[src/rtl/evoarr_pkg.sv]
// Shared sizes and gene types for the bus-level evolvable array.
// Assumes lane width is a power of two and the slot count fits IDX_W bits.
package evoarr_pkg;
    parameter int LANE_W = 4;   // bus width of every unit
    parameter int COPIES = 4;   // duplicated slots per primary operand
    parameter int UNITS  = 22;  // configurable units
    parameter int TAPS   = 8;   // trailing units that drive result bits

    localparam int PRIM_SLOTS = 2 * COPIES + 2;
    localparam int SLOTS      = PRIM_SLOTS + UNITS;
    localparam int IDX_W      = $clog2(SLOTS);
    localparam int POS_W      = $clog2(LANE_W);
    localparam int RES_W      = LANE_W + 1;
    localparam int UADDR_W    = $clog2(UNITS);
    localparam int ONE_SLOT   = 2 * COPIES;
    localparam int ZERO_SLOT  = 2 * COPIES + 1;

    // Routing selection for one operand.
    typedef struct packed {
        logic [IDX_W-1:0] idx;    // source slot
        logic             fan;    // single-bit mode
        logic [POS_W-1:0] pos;    // bit inside window
        logic             upper;  // upper window of the 5-bit source
    } opsel_t;

    // Complete gene of one unit.
    typedef struct packed {
        logic   is_add;
        opsel_t b;
        opsel_t a;
    } gene_t;

    localparam int GENE_W = $bits(gene_t);
endpackage

[src/rtl/evoarr_cfg_store.sv]
// Two-bank gene storage: a staging bank written one gene per cycle and a
// live bank loaded from it in one cycle on commit. Assumes out-of-range
// addresses are to be dropped.
module evoarr_cfg_store
    import evoarr_pkg::*;
(
    input  logic                            clk,
    input  logic                            rst_n,
    input  logic                            we_i,
    input  logic [UADDR_W-1:0]              addr_i,
    input  logic [GENE_W-1:0]               gene_i,
    input  logic                            commit_i,
    output logic [UNITS-1:0][GENE_W-1:0]    active_o
);
    logic [UNITS-1:0][GENE_W-1:0] shadow_q;
    logic [UNITS-1:0][GENE_W-1:0] active_q;
    logic                         addr_ok;

    // Address range qualifier for staging writes.
    always_comb addr_ok = (int'(addr_i) < UNITS);

    // Staging bank: one gene per write cycle.
    always_ff @(posedge clk) begin
        if (!rst_n)
            shadow_q <= '0;
        else if (we_i && addr_ok)
            shadow_q[addr_i] <= gene_i;
    end

    // Live bank: whole-bank copy on commit.
    always_ff @(posedge clk) begin
        if (!rst_n)
            active_q <= '0;
        else if (commit_i)
            active_q <= shadow_q;
    end

    assign active_o = active_q;

    // staged gene lands at its address.
    assert_write_lands_R2: assert property (@(posedge clk) disable iff (!rst_n)
        (we_i && addr_ok) |=> shadow_q[$past(addr_i)] == $past(gene_i));

    // out-of-range write leaves staging untouched.
    assert_oob_ignored_R2: assert property (@(posedge clk) disable iff (!rst_n)
        (we_i && !addr_ok) |=> $stable(shadow_q));

    // live bank only moves on commit.
    assert_hold_R3: assert property (@(posedge clk) disable iff (!rst_n)
        !commit_i |=> $stable(active_q));

    // commit transfers the staging bank as it stood.
    assert_commit_R3: assert property (@(posedge clk) disable iff (!rst_n)
        commit_i |=> active_q == $past(shadow_q));
endmodule

[src/rtl/evoarr_route.sv]
// Operand router: picks one of the visible slots (clamped feed-forward),
// applies the upper/lower window and optional single-bit fan-out.
// Assumes VISIBLE is the unit's own slot number (only lower slots visible).
module evoarr_route
    import evoarr_pkg::*;
#(
    parameter int VISIBLE = 1
)
(
    input  logic [VISIBLE*RES_W-1:0] pool_i,
    input  opsel_t                   sel_i,
    output logic [LANE_W-1:0]        op_o
);
    localparam int TOP_IDX = VISIBLE - 1;

    logic [IDX_W-1:0]  eff_idx;
    logic [RES_W-1:0]  word;
    logic [LANE_W-1:0] win;

    // Clamp any forward or self reference to the highest visible slot.
    always_comb eff_idx = (int'(sel_i.idx) > TOP_IDX) ? IDX_W'(TOP_IDX) : sel_i.idx;

    // Fetch the 5-bit source word.
    always_comb word = pool_i[int'(eff_idx)*RES_W +: RES_W];

    // Choose upper or lower 4-bit window.
    always_comb win = sel_i.upper ? word[RES_W-1:1] : word[LANE_W-1:0];

    // Whole bus or one bit copied to all lanes.
    always_comb op_o = sel_i.fan ? {LANE_W{win[sel_i.pos]}} : win;
endmodule

[src/rtl/evoarr_unit.sv]
// Functional unit: bitwise AND (MSB forced low) or ripple adder with
// carry-in zero whose final carry becomes the MSB.
module evoarr_unit
    import evoarr_pkg::*;
(
    input  logic              is_add_i,
    input  logic [LANE_W-1:0] a_i,
    input  logic [LANE_W-1:0] b_i,
    output logic [RES_W-1:0]  res_o
);
    logic [LANE_W-1:0] sum;
    logic [LANE_W:0]   cy;

    // Ripple-carry chain, bit by bit.
    always_comb begin
        cy[0] = 1'b0;
        for (int i = 0; i < LANE_W; i++) begin
            sum[i]  = a_i[i] ^ b_i[i] ^ cy[i];
            cy[i+1] = (a_i[i] & b_i[i]) | (cy[i] & (a_i[i] ^ b_i[i]));
        end
    end

    // Function select.
    always_comb res_o = is_add_i ? {cy[LANE_W], sum} : {1'b0, a_i & b_i};
endmodule

[src/rtl/evoarr_top.sv]
// Bus-level evolvable array top: gene storage, primary slot pool, a
// feed-forward chain of configurable units, and result taps on the last
// TAPS units. Assumes inputs op_x/op_y are settled while prod is used.
module evoarr_top
    import evoarr_pkg::*;
(
    input  logic               clk,
    input  logic               rst_n,
    input  logic               cfg_we,
    input  logic [UADDR_W-1:0] cfg_addr,
    input  logic [GENE_W-1:0]  cfg_gene,
    input  logic               cfg_done,
    input  logic [LANE_W-1:0]  op_x,
    input  logic [LANE_W-1:0]  op_y,
    output logic [TAPS-1:0]    prod
);
    localparam int TAP_BASE = UNITS - TAPS;

    logic [UNITS-1:0][GENE_W-1:0] live;
    logic [SLOTS*RES_W-1:0]       pool;

    evoarr_cfg_store u_store (
        .clk      (clk),
        .rst_n    (rst_n),
        .we_i     (cfg_we),
        .addr_i   (cfg_addr),
        .gene_i   (cfg_gene),
        .commit_i (cfg_done),
        .active_o (live)
    );

    // Primary slots: duplicated operands, then the two constants.
    for (genvar p = 0; p < COPIES; p++) begin : g_prim
        assign pool[p*RES_W +: RES_W]            = {1'b0, op_x};
        assign pool[(COPIES+p)*RES_W +: RES_W]   = {1'b0, op_y};
    end
    assign pool[ONE_SLOT*RES_W +: RES_W]  = RES_W'(1);
    assign pool[ZERO_SLOT*RES_W +: RES_W] = '0;

    // Feed-forward chain of units; each sees only the slots below it.
    for (genvar k = 0; k < UNITS; k++) begin : g_unit
        localparam int SLOT = PRIM_SLOTS + k;
        gene_t             g;
        logic [LANE_W-1:0] a_op;
        logic [LANE_W-1:0] b_op;
        logic [RES_W-1:0]  res;

        assign g = gene_t'(live[k]);

        evoarr_route #(.VISIBLE(SLOT)) u_route_a (
            .pool_i (pool[SLOT*RES_W-1:0]),
            .sel_i  (g.a),
            .op_o   (a_op)
        );

        evoarr_route #(.VISIBLE(SLOT)) u_route_b (
            .pool_i (pool[SLOT*RES_W-1:0]),
            .sel_i  (g.b),
            .op_o   (b_op)
        );

        evoarr_unit u_fn (
            .is_add_i (g.is_add),
            .a_i      (a_op),
            .b_i      (b_op),
            .res_o    (res)
        );

        assign pool[SLOT*RES_W +: RES_W] = res;

        // Trailing units drive one result bit each from their first operand.
        if (k >= TAP_BASE) begin : g_tap
            assign prod[k-TAP_BASE] = a_op[0];
        end

        // AND results never set the top bit.
        assert_and_msb_R9: assert property (@(posedge clk) disable iff (!rst_n)
            !g.is_add |-> !res[RES_W-1]);

        // single-bit mode yields identical lanes.
        assert_fanout_R7: assert property (@(posedge clk) disable iff (!rst_n)
            g.a.fan |-> ($countones(a_op) == 0 || $countones(a_op) == LANE_W));
    end
endmodule

[config.mk]
export PLATFORM = sky130hd
export DESIGN_NAME = evoarr_top
export DESIGN_NICKNAME = d
export VERILOG_FILES = /design/src/rtl/evoarr_pkg.sv /design/src/rtl/evoarr_cfg_store.sv /design/src/rtl/evoarr_route.sv /design/src/rtl/evoarr_unit.sv /design/src/rtl/evoarr_top.sv
export SDC_FILE = /design/constraint.sdc
export NUM_CORES = 2
export LEC_CHECK = 0
export BUFFER_PORTS_ARGS = -buffer_cell sky130_fd_sc_hd__buf_2
export CORE_AREA = 5 5 599 601
export DETAILED_ROUTE_END_ITERATION = 10
export DIE_AREA = 0 0 604 606
export HOLD_SLACK_MARGIN = 0.15
export PLACE_DENSITY_LB_ADDON = 0.25
export SKIP_LAST_GASP = 1
export SLEW_MARGIN = 15
export SYNTH_ARGS = -nofsm -noshare
export SYNTH_HDL_FRONTEND = slang
export SYNTH_HIERARCHICAL = 1
export SYNTH_SLANG_ARGS = --single-unit
[constraint.sdc]
create_clock -name clk -period 227.9 [get_ports clk]
set_input_delay 34.185 -clock clk [delete_from_list [all_inputs] [get_ports clk]]
set_output_delay 34.185 -clock clk [all_outputs]
set_load 0.02 [all_outputs]
After elaboration in Yosys (flattened, before gate mapping):

Cells that the tools add are included.
Widths: inputs -> output; s select.

* multiplexer cells: 239
* div/mod/pow operators: 0
* reduce and logical (&&, ||, !) cells: 2
* shift operators: 43
* bitwise logic cells: 378
* equality and inequality tests: 0
* $lt $le $gt $ge: 89
* multipliers: 43
* add/sub/neg operators: 0

Operators by type and width (number)
* $bwmux 418: 1
* $mul 5x3->8 const B: 43
* $mux 4: 85
* $mux 5: 64
* $shiftx 150x32->5: 2
* $shiftx 145x32->5: 2
* $shiftx 140x32->5: 2
* $shiftx 135x32->5: 2
* $shiftx 130x32->5: 2
* $shiftx 125x32->5: 2
* $shiftx 120x32->5: 2
* $shiftx 115x32->5: 2
* $shiftx 110x32->5: 2
* $shiftx 105x32->5: 2
* $shiftx 100x32->5: 2
* $shiftx 95x32->5: 2
* $shiftx 90x32->5: 2
* $shiftx 85x32->5: 2
* $shiftx 80x32->5: 2
* $shiftx 155x32->5: 1
* $shiftx 75x32->5: 2
* $and 1x1->1: 147
* $xor 1x1->1: 147
* $gt 5x5->1 const B: 29
* 17 further kinds: 245

* memories: 0
* logic and storage cells: 838
* bits of input ports: 36
* bits in latches: 0
* output and inout port bits: 8
* flip-flop bits (word level): 826
* bits in writable memories: 0
* memory bits (read-only): 0

Logic depth before layout (Yosys ltp):

* word-level depth: 281
* mapped depth: 295
* gate-level depth less buffers: 293

Modules after synthesis:

Netlist, hierarchy kept.

By module, submodules not included
* evoarr_cfg_store: sequential area each 16736.1 um2, cells each 2782, times used 1, area an instance 30701.9 um2
* evoarr_route at g_unit[20].u_route_a ...: sequential area each 0.0 um2, cells each 271, times used 2, area an instance 1994.4 um2
* evoarr_route at g_unit[18].u_route_a ...: sequential area each 0.0 um2, cells each 243, times used 2, area an instance 1890.6 um2
* evoarr_unit: sequential area each 0.0 um2, cells each 18, times used 21, area an instance 172.7 um2
* evoarr_route at g_unit[19].u_route_a ...: sequential area each 0.0 um2, cells each 254, times used 2, area an instance 1784.2 um2
* evoarr_route at g_unit[16].u_route_a ...: sequential area each 0.0 um2, cells each 241, times used 2, area an instance 1754.2 um2
* evoarr_route at g_unit[17].u_route_a ...: sequential area each 0.0 um2, cells each 239, times used 2, area an instance 1754.2 um2
* evoarr_route at g_unit[15].u_route_a ...: sequential area each 0.0 um2, cells each 240, times used 2, area an instance 1689.1 um2
* evoarr_route at g_unit[9].u_route_a ...: sequential area each 0.0 um2, cells each 202, times used 2, area an instance 1442.6 um2
* evoarr_route at g_unit[10].u_route_a ...: sequential area each 0.0 um2, cells each 203, times used 2, area an instance 1390.1 um2
* evoarr_route at g_unit[6].u_route_a ...: sequential area each 0.0 um2, cells each 140, times used 2, area an instance 1087.3 um2
* evoarr_route at g_unit[5].u_route_a ...: sequential area each 0.0 um2, cells each 159, times used 2, area an instance 1057.3 um2
* evoarr_route at g_unit[3].u_route_a ...: sequential area each 0.0 um2, cells each 142, times used 2, area an instance 1029.7 um2
* evoarr_route at g_unit[21].u_route_a: sequential area each 0.0 um2, cells each 278, times used 1, area an instance 1898.1 um2
* 18 more rows

Least setup slack after synthesis:

Ideal clock, no wire load.

* kind: input to output
* start point: in op_y[1]
* end point: out prod[7]
* arrival: 94551 ps
* buffers on the path: 0
* path slack: 99164 ps
* stages on the path: 258
* data required time: 193715 ps
* cell sequence: mux4_1 a221o_1 o22ai_2 a32oi_1 nand3_2 nor3_1 ha_1 inv_1 fa_1 a21oi_1 a21oi_1 a31oi_1 o2111ai_1 o21ba_1 nor3_2 nor3_1 ha_1 inv_1 [222 not listed] a221oi_1 a311oi_2 o31ai_1 o32ai_2 o211ai_1 ha_1 inv_1 fa_1 inv_1 fa_1 fa_1 mux2_2 a2111oi_0 o311ai_0 and2_1 mux2_2 o22ai_2 a21oi_1

* elaborated cells between the ends (all ways): 614
* classes of those cells: shift: 43; mux: 193; bitwise: 378

RTL lines
* start: declaration: RTL line evoarr_top.sv:14 `input logic [LANE_W-1:0] op_y,`
* $shiftx 50x32->5 *: RTL line evoarr_route.sv:24 `always_comb word = pool_i[int'(eff_idx)*RES_W +: RES_W];`
* $mux 4 *: RTL line evoarr_route.sv:27 `always_comb win = sel_i.upper ? word[RES_W-1:1] : word[LANE_W-1:0];`
* $bmux 1 s2: RTL line evoarr_route.sv:30 `always_comb op_o = sel_i.fan ? {LANE_W{win[sel_i.pos]}} : win;`
* $mux 1 (not written as such): RTL line evoarr_route.sv:30
* $mux 4 *: RTL line evoarr_route.sv:30
* named net g_unit[0].a_op[0]: RTL line evoarr_top.sv:44 `logic [LANE_W-1:0] a_op;`
* $and 1x1->1 *: RTL line evoarr_unit.sv:19 `cy[i+1] = (a_i[i] & b_i[i]) | (cy[i] & (a_i[i] ^ b_i[i]));`
* $xor 1x1->1 *: RTL line evoarr_unit.sv:18 `sum[i] = a_i[i] ^ b_i[i] ^ cy[i];`
* [1 not listed]
* named net g_unit[0].res[1]: RTL line evoarr_top.sv:46 `logic [RES_W-1:0] res;`
* [5 not listed]
* named net g_unit[1].a_op[0]: RTL line evoarr_top.sv:44
* [3 not listed]
* named net g_unit[1].res[1]: RTL line evoarr_top.sv:46
* [5 not listed]
* named net g_unit[2].a_op[0]: RTL line evoarr_top.sv:44
* [2 not listed]
* named net g_unit[2].res[0]: RTL line evoarr_top.sv:46
* [5 not listed]
* named net g_unit[3].a_op[0]: RTL line evoarr_top.sv:44
* [2 not listed]
* named net g_unit[3].res[0]: RTL line evoarr_top.sv:46
* [5 not listed]
* named net g_unit[4].b_op[0]: RTL line evoarr_top.sv:45 `logic [LANE_W-1:0] b_op;`
* [3 not listed]
* named net g_unit[4].res[1]: RTL line evoarr_top.sv:46
* [5 not listed]
* named net g_unit[5].a_op[0]: RTL line evoarr_top.sv:44
* [3 not listed]
* named net g_unit[5].res[1]: RTL line evoarr_top.sv:46
* [5 not listed]
* named net g_unit[6].a_op[0]: RTL line evoarr_top.sv:44
* [3 not listed]
* named net g_unit[6].res[1]: RTL line evoarr_top.sv:46
* [5 not listed]
* named net g_unit[7].a_op[0]: RTL line evoarr_top.sv:44
* [7 not listed]
* named net g_unit[7].res[3]: RTL line evoarr_top.sv:46
* [5 not listed]
* named net g_unit[8].a_op[0]: RTL line evoarr_top.sv:44
* [3 not listed]
* named net g_unit[8].res[1]: RTL line evoarr_top.sv:46
* [5 not listed]
* named net g_unit[9].a_op[1]: RTL line evoarr_top.sv:44
* [7 not listed]
* named net g_unit[9].res[3]: RTL line evoarr_top.sv:46
* [5 not listed]
* named net g_unit[10].a_op[0]: RTL line evoarr_top.sv:44
* [3 not listed]
* named net g_unit[10].res[1]: RTL line evoarr_top.sv:46
* [5 not listed]
* named net g_unit[11].a_op[0]: RTL line evoarr_top.sv:44
* [7 not listed]
* named net g_unit[11].res[3]: RTL line evoarr_top.sv:46
* [5 not listed]
* named net g_unit[12].b_op[0]: RTL line evoarr_top.sv:45
* [7 not listed]
* named net g_unit[12].res[3]: RTL line evoarr_top.sv:46
* [5 not listed]
* named net g_unit[13].b_op[0]: RTL line evoarr_top.sv:45
* [7 not listed]
* named net g_unit[13].res[3]: RTL line evoarr_top.sv:46
* [5 not listed]
* named net prod[0]: RTL line evoarr_top.sv:15 `output logic [TAPS-1:0] prod`
* [7 not listed]
* named net g_unit[14].res[3]: RTL line evoarr_top.sv:46
* [5 not listed]
* named net prod[1]: RTL line evoarr_top.sv:15
* [7 not listed]
* named net g_unit[15].res[3]: RTL line evoarr_top.sv:46
* [5 not listed]
* named net prod[2]: RTL line evoarr_top.sv:15
* [7 not listed]
* named net g_unit[16].res[3]: RTL line evoarr_top.sv:46
* [5 not listed]
* named net prod[3]: RTL line evoarr_top.sv:15
* [7 not listed]
* named net g_unit[17].res[3]: RTL line evoarr_top.sv:46
* [5 not listed]
* named net prod[4]: RTL line evoarr_top.sv:15
* [7 not listed]
* named net g_unit[18].res[3]: RTL line evoarr_top.sv:46
* [5 not listed]
* named net prod[5]: RTL line evoarr_top.sv:15
* [7 not listed]
* named net g_unit[19].res[3]: RTL line evoarr_top.sv:46
* [5 not listed]
* named net prod[6]: RTL line evoarr_top.sv:15
* [5 not listed]
* $xor 1x1->1 *: RTL line evoarr_unit.sv:18
* $mux 5 *: RTL line evoarr_unit.sv:24 `always_comb res_o = is_add_i ? {cy[LANE_W], sum} : {1'b0, a_i & b_i};`
* named net g_unit[20].res[3]: RTL line evoarr_top.sv:46
* $shiftx 155x32->5 *: RTL line evoarr_route.sv:24
* $mux 4 *: RTL line evoarr_route.sv:27
* $bmux 1 s2: RTL line evoarr_route.sv:30
* $mux 1 (not written as such): RTL line evoarr_route.sv:30
* $mux 1 *: RTL line evoarr_route.sv:30
* end: declaration: RTL line evoarr_top.sv:15

The timed path passes the listed nets; every way through them passes the cells marked *. The select of a mux whose other input is x is not followed.

Final worst setup path:

* start point: in op_y[1]
* end point: out prod[7]

* elaborated cells between the ends (all ways): 614
* classes of those cells: shift: 43; mux: 193; bitwise: 378

RTL lines (RTL line)
* $shiftx 50x32->5 *: evoarr_route.sv:24
* $mux 4 *: evoarr_route.sv:27
* $bmux 1 s2: evoarr_route.sv:30
* $mux 1 (not written as such): evoarr_route.sv:30
* $mux 4 *: evoarr_route.sv:30
* named net g_unit[0].a_op[0]: evoarr_top.sv:44
* $and 1x1->1 * (2 in a row): evoarr_unit.sv:19
* $or 1x1->1 *: evoarr_unit.sv:19
* [4 not listed]
* named net g_unit[0].res[3]: evoarr_top.sv:46
* [5 not listed]
* named net g_unit[1].a_op[0]: evoarr_top.sv:44
* [8 not listed]
* named net g_unit[1].res[4]: evoarr_top.sv:46
* [5 not listed]
* named net g_unit[2].a_op[0]: evoarr_top.sv:44
* [7 not listed]
* named net g_unit[2].res[3]: evoarr_top.sv:46
* [5 not listed]
* named net g_unit[3].a_op[0]: evoarr_top.sv:44
* [7 not listed]
* named net g_unit[3].res[3]: evoarr_top.sv:46
* [5 not listed]
* named net g_unit[4].a_op[0]: evoarr_top.sv:44
* [5 not listed]
* named net g_unit[4].res[2]: evoarr_top.sv:46
* [5 not listed]
* named net g_unit[5].a_op[0]: evoarr_top.sv:44
* [7 not listed]
* named net g_unit[5].res[3]: evoarr_top.sv:46
* [5 not listed]
* named net g_unit[6].a_op[0]: evoarr_top.sv:44
* [5 not listed]
* named net g_unit[6].res[2]: evoarr_top.sv:46
* [5 not listed]
* named net g_unit[7].b_op[0]: evoarr_top.sv:45
* [7 not listed]
* named net g_unit[7].res[3]: evoarr_top.sv:46
* [5 not listed]
* named net g_unit[8].a_op[0]: evoarr_top.sv:44
* [7 not listed]
* named net g_unit[8].res[3]: evoarr_top.sv:46
* [5 not listed]
* named net g_unit[9].b_op[0]: evoarr_top.sv:45
* [7 not listed]
* named net g_unit[9].res[3]: evoarr_top.sv:46
* [5 not listed]
* named net g_unit[10].b_op[0]: evoarr_top.sv:45
* [5 not listed]
* named net g_unit[10].res[2]: evoarr_top.sv:46
* [5 not listed]
* named net g_unit[11].b_op[0]: evoarr_top.sv:45
* [7 not listed]
* named net g_unit[11].res[3]: evoarr_top.sv:46
* [5 not listed]
* named net g_unit[12].b_op[0]: evoarr_top.sv:45
* [7 not listed]
* named net g_unit[12].res[3]: evoarr_top.sv:46
* [5 not listed]
* named net g_unit[13].b_op[0]: evoarr_top.sv:45
* [7 not listed]
* named net g_unit[13].res[3]: evoarr_top.sv:46
* [5 not listed]
* named net g_unit[14].b_op[0]: evoarr_top.sv:45
* [7 not listed]
* named net g_unit[14].res[3]: evoarr_top.sv:46
* [5 not listed]
* named net g_unit[15].b_op[0]: evoarr_top.sv:45
* [7 not listed]
* named net g_unit[15].res[3]: evoarr_top.sv:46
* [5 not listed]
* named net g_unit[16].b_op[0]: evoarr_top.sv:45
* [7 not listed]
* named net g_unit[16].res[3]: evoarr_top.sv:46
* [12 not listed]
* named net g_unit[17].res[3]: evoarr_top.sv:46
* [5 not listed]
* named net g_unit[18].b_op[0]: evoarr_top.sv:45
* [7 not listed]
* named net g_unit[18].res[3]: evoarr_top.sv:46
* [12 not listed]
* named net g_unit[19].res[3]: evoarr_top.sv:46
* [10 not listed]
* $xor 1x1->1: evoarr_unit.sv:18
* $mux 5 *: evoarr_unit.sv:24
* named net g_unit[20].res[3]: evoarr_top.sv:46
* $shiftx 155x32->5 *: evoarr_route.sv:24
* $mux 4 *: evoarr_route.sv:27
* $bmux 1 s2: evoarr_route.sv:30
* $mux 1 (not written as such): evoarr_route.sv:30
* $mux 1 *: evoarr_route.sv:30

Marked as above.

==> results.sh <==
export IMPL_status="finished clean"
export IMPL_numCtsBuffers=99
export IMPL_route_vias_total=95136
export IMPL_die_h_um=606
export IMPL_grt_usage_pct=22.5
export IMPL_hp_class="reg2reg"
export IMPL_post_cts_resized=0
export IMPL_ios=44
export IMPL_drive_gt1_share_pct=12.8
export IMPL_cap_violations=0
export IMPL_via_per_inst=5.73
export IMPL_die_area_sq_um=366000
export IMPL_whs_path_depth=2
export IMPL_power_switching_mw=0.135
export IMPL_ff_latch_area_sq_um=16400
export IMPL_firstDrtPassIters=9
export IMPL_r2r_end="u_store/active_o[403]"
export IMPL_start_kind="primary input"
export IMPL_syn_area_sq_um=94000
export IMPL_final_nets=11946
export IMPL_p_int_mw=0.272
export IMPL_design_core_area_sq_um=352000
export IMPL_start_util_pct=26.7
export IMPL_cts_hold_buffers=0
export IMPL_power_total_mw=0.408
export IMPL_clockRootBuffer="clkbuf_16"
export IMPL_cts_setup_buffers=0
export IMPL_ir_drop_mv=0.00572
export IMPL_multi_input_area_sq_um=73800
export IMPL_power_density_nw_per_um2=3.93
export IMPL_drt_iter0_drc=13082
export IMPL_power_leakage_nw=36.9
export IMPL_cts_htree_levels=3
export IMPL_area_growth_pct=10.2
export IMPL_fmax_mhz=7.30
export IMPL_period_minus_slack_ns=137.00
export IMPL_power_share_sequential_pct=35.4
export IMPL_portBuffers=43
export IMPL_hold_viol_final=0
export IMPL_finClkSkew_ns=0.0443
export IMPL_dp_hpwl_mm=263
export IMPL_reg2reg_slack_ns=226.23
export IMPL_drcViolationCount=0
export IMPL_grt_antenna_before_repair=46
export IMPL_sw_frac_of_total_pct=33.2
export IMPL_insertion_delay_ns=0.77
export IMPL_end_kind="primary output"
export IMPL_cts_tree="done"
export IMPL_finalMaxSlewViolations=0
export IMPL_max_slew_margin_pct=16.9
export IMPL_min_from="u_store/shadow_q[71]"
export IMPL_grt_max_degree=109
export IMPL_comb_power_share_pct=20.4
export IMPL_rsz0062_at_grt="no"
export IMPL_slowest_delay_ns=0.84
export IMPL_clock_sinks=816
export IMPL_fin_setup_tns_ns=0
export IMPL_p_clk_share_pct=44.2
export IMPL_grt_pass1_vias=84882
export IMPL_path_clk_slew_ns=0.06
export IMPL_syn_inst=11495
export IMPL_fin_crit_sh_pct=60.1
export IMPL_r2r_start="u_store/active_o[403]"
export IMPL_overflow=0
export IMPL_gp_congestion=0.931
export IMPL_fillers=37702
export IMPL_cts_buffer_depth=3
export IMPL_cp_arrival_ns=102.82
export IMPL_cp_max_fo=78
export IMPL_ant_nets=0
export IMPL_yosysWarnings=6
export IMPL_cpMaxStageDelayCell="a2111oi_0"
export IMPL_cpMostUsedCell="fa_1"
export IMPL_setup_viol=0
export IMPL_finalWirelength_mm=435
export IMPL_path_class="in2out"
export IMPL_wl_per_cell_um=26.2
export IMPL_postSynthAreaPerCell_sq_um=8.18
export IMPL_num_rows=218
export IMPL_worstPathRequired_ns=193.71
export IMPL_reg2regPathDepth=3
export IMPL_fp_dieW_um=604
export IMPL_worst_pin_slew_ns=1.24
export IMPL_whs_endpoint="u_store/shadow_q[71]"
export IMPL_grt_pass1_wl_mm=622
placed cells by master (no fill, tap or decap), types with 52 or more instances in the layout:
cell type	n
a2111oi_0	72
a211o_1	65
a211oi_1	204
a21o_1	56
a21oi_1	558
a221oi_1	81
a22oi_1	58
a311oi_1	59
a31oi_1	171
a32oi_1	55
and2_1	90
and3_1	68
buf_4	279
clkbuf_16	99
conb_1	839
dfxtp_1	787
fa_1	63
ha_1	84
inv_1	325
mux2_2	253
mux2i_1	1432
mux4_2	141
nand2_1	1058
nand2b_1	207
nand3_1	325
nand3b_1	52
nand4_1	84
nor2_1	565
nor2b_1	625
nor3_1	266
nor4_1	52
o2111ai_1	68
o211ai_1	204
o21ai_0	470
o21ai_1	80
o221ai_1	141
o22ai_1	124
o31ai_1	75
or3_1	60
layer usage:
layer | vias up | wire (um) | global-route usage, %
li1 | 43313 | - | -
met1 | 45799 | 188000 | 31.3
met2 | 4995 | 180000 | 33.0
met3 | 1023 | 42200 | 4.37
met4 | 6 | 24800 | 10.9
met5 | - | 54 | 0
sequential cells by signal (all words and copies together) (netlist names):
register,count
u_store/active_o,408
u_store/shadow_q,408
stage by stage:
step | hold slack, ns | cell area, sq um | std cells | setup slack, ns | utilization (%)
after floorplan | 0.434 | 97100 | 12332 | 99.23 | -
after global placement | 0.443 | 99900 | 16392 | 92.79 | 28.4
after detailed placement | 0.447 | 99900 | 16392 | 91.93 | 28.4
after CTS | 0.458 | 104000 | 16580 | 91.81 | 29.4
after global routing | 0.468 | 104000 | 16581 | 87.41 | 29.4
final | 0.456 | 104000 | 16592 | 90.90 | 29.4
power by group through the flow:
stage	Combinational [mW]	Sequential, mW	Clock (mW)
detailed placement	0.0803	0.147	0
global placement	0.0802	0.147	0
floorplan	0.0439	0.147	0
finish	0.0831	0.144	0.180
global route	0.0867	0.144	0.191
CTS	0.0805	0.144	0.185
worst max-delay path, delay by kind of cell:
family | cells | cell delay (ns)
fa+ha+maj | 81 | 24.20
compound gates | 90 | 19.63
mux | 27 | 10.60
simple gates | 39 | 6.95
buf+inv | 52 | 6.88
area by class of cell:
type                       count  area share, %
timing repair buffer         325           2.38
inverter                     355           1.29
clock buffer                 127           2.66
antenna                       12         0.0290
sequential                   816           15.8
clock inverter                61          0.869
tap                         4730           5.71
multi-input combinational  10166           71.3
worst max-delay path by stage:
stage          endpoint    start  slack (ns)
6_report        prod[7]  op_y[1]       90.90
5_1_grt         prod[7]  op_y[1]       87.41
4_1_cts         prod[7]  op_y[1]       91.81
3_5_place_dp    prod[7]  op_y[1]       91.93
3_3_place_gp    prod[7]  op_y[1]       92.79
2_1_floorplan   prod[7]  op_y[1]       99.23
Note: power is estimated with default switching activity, not from simulation.
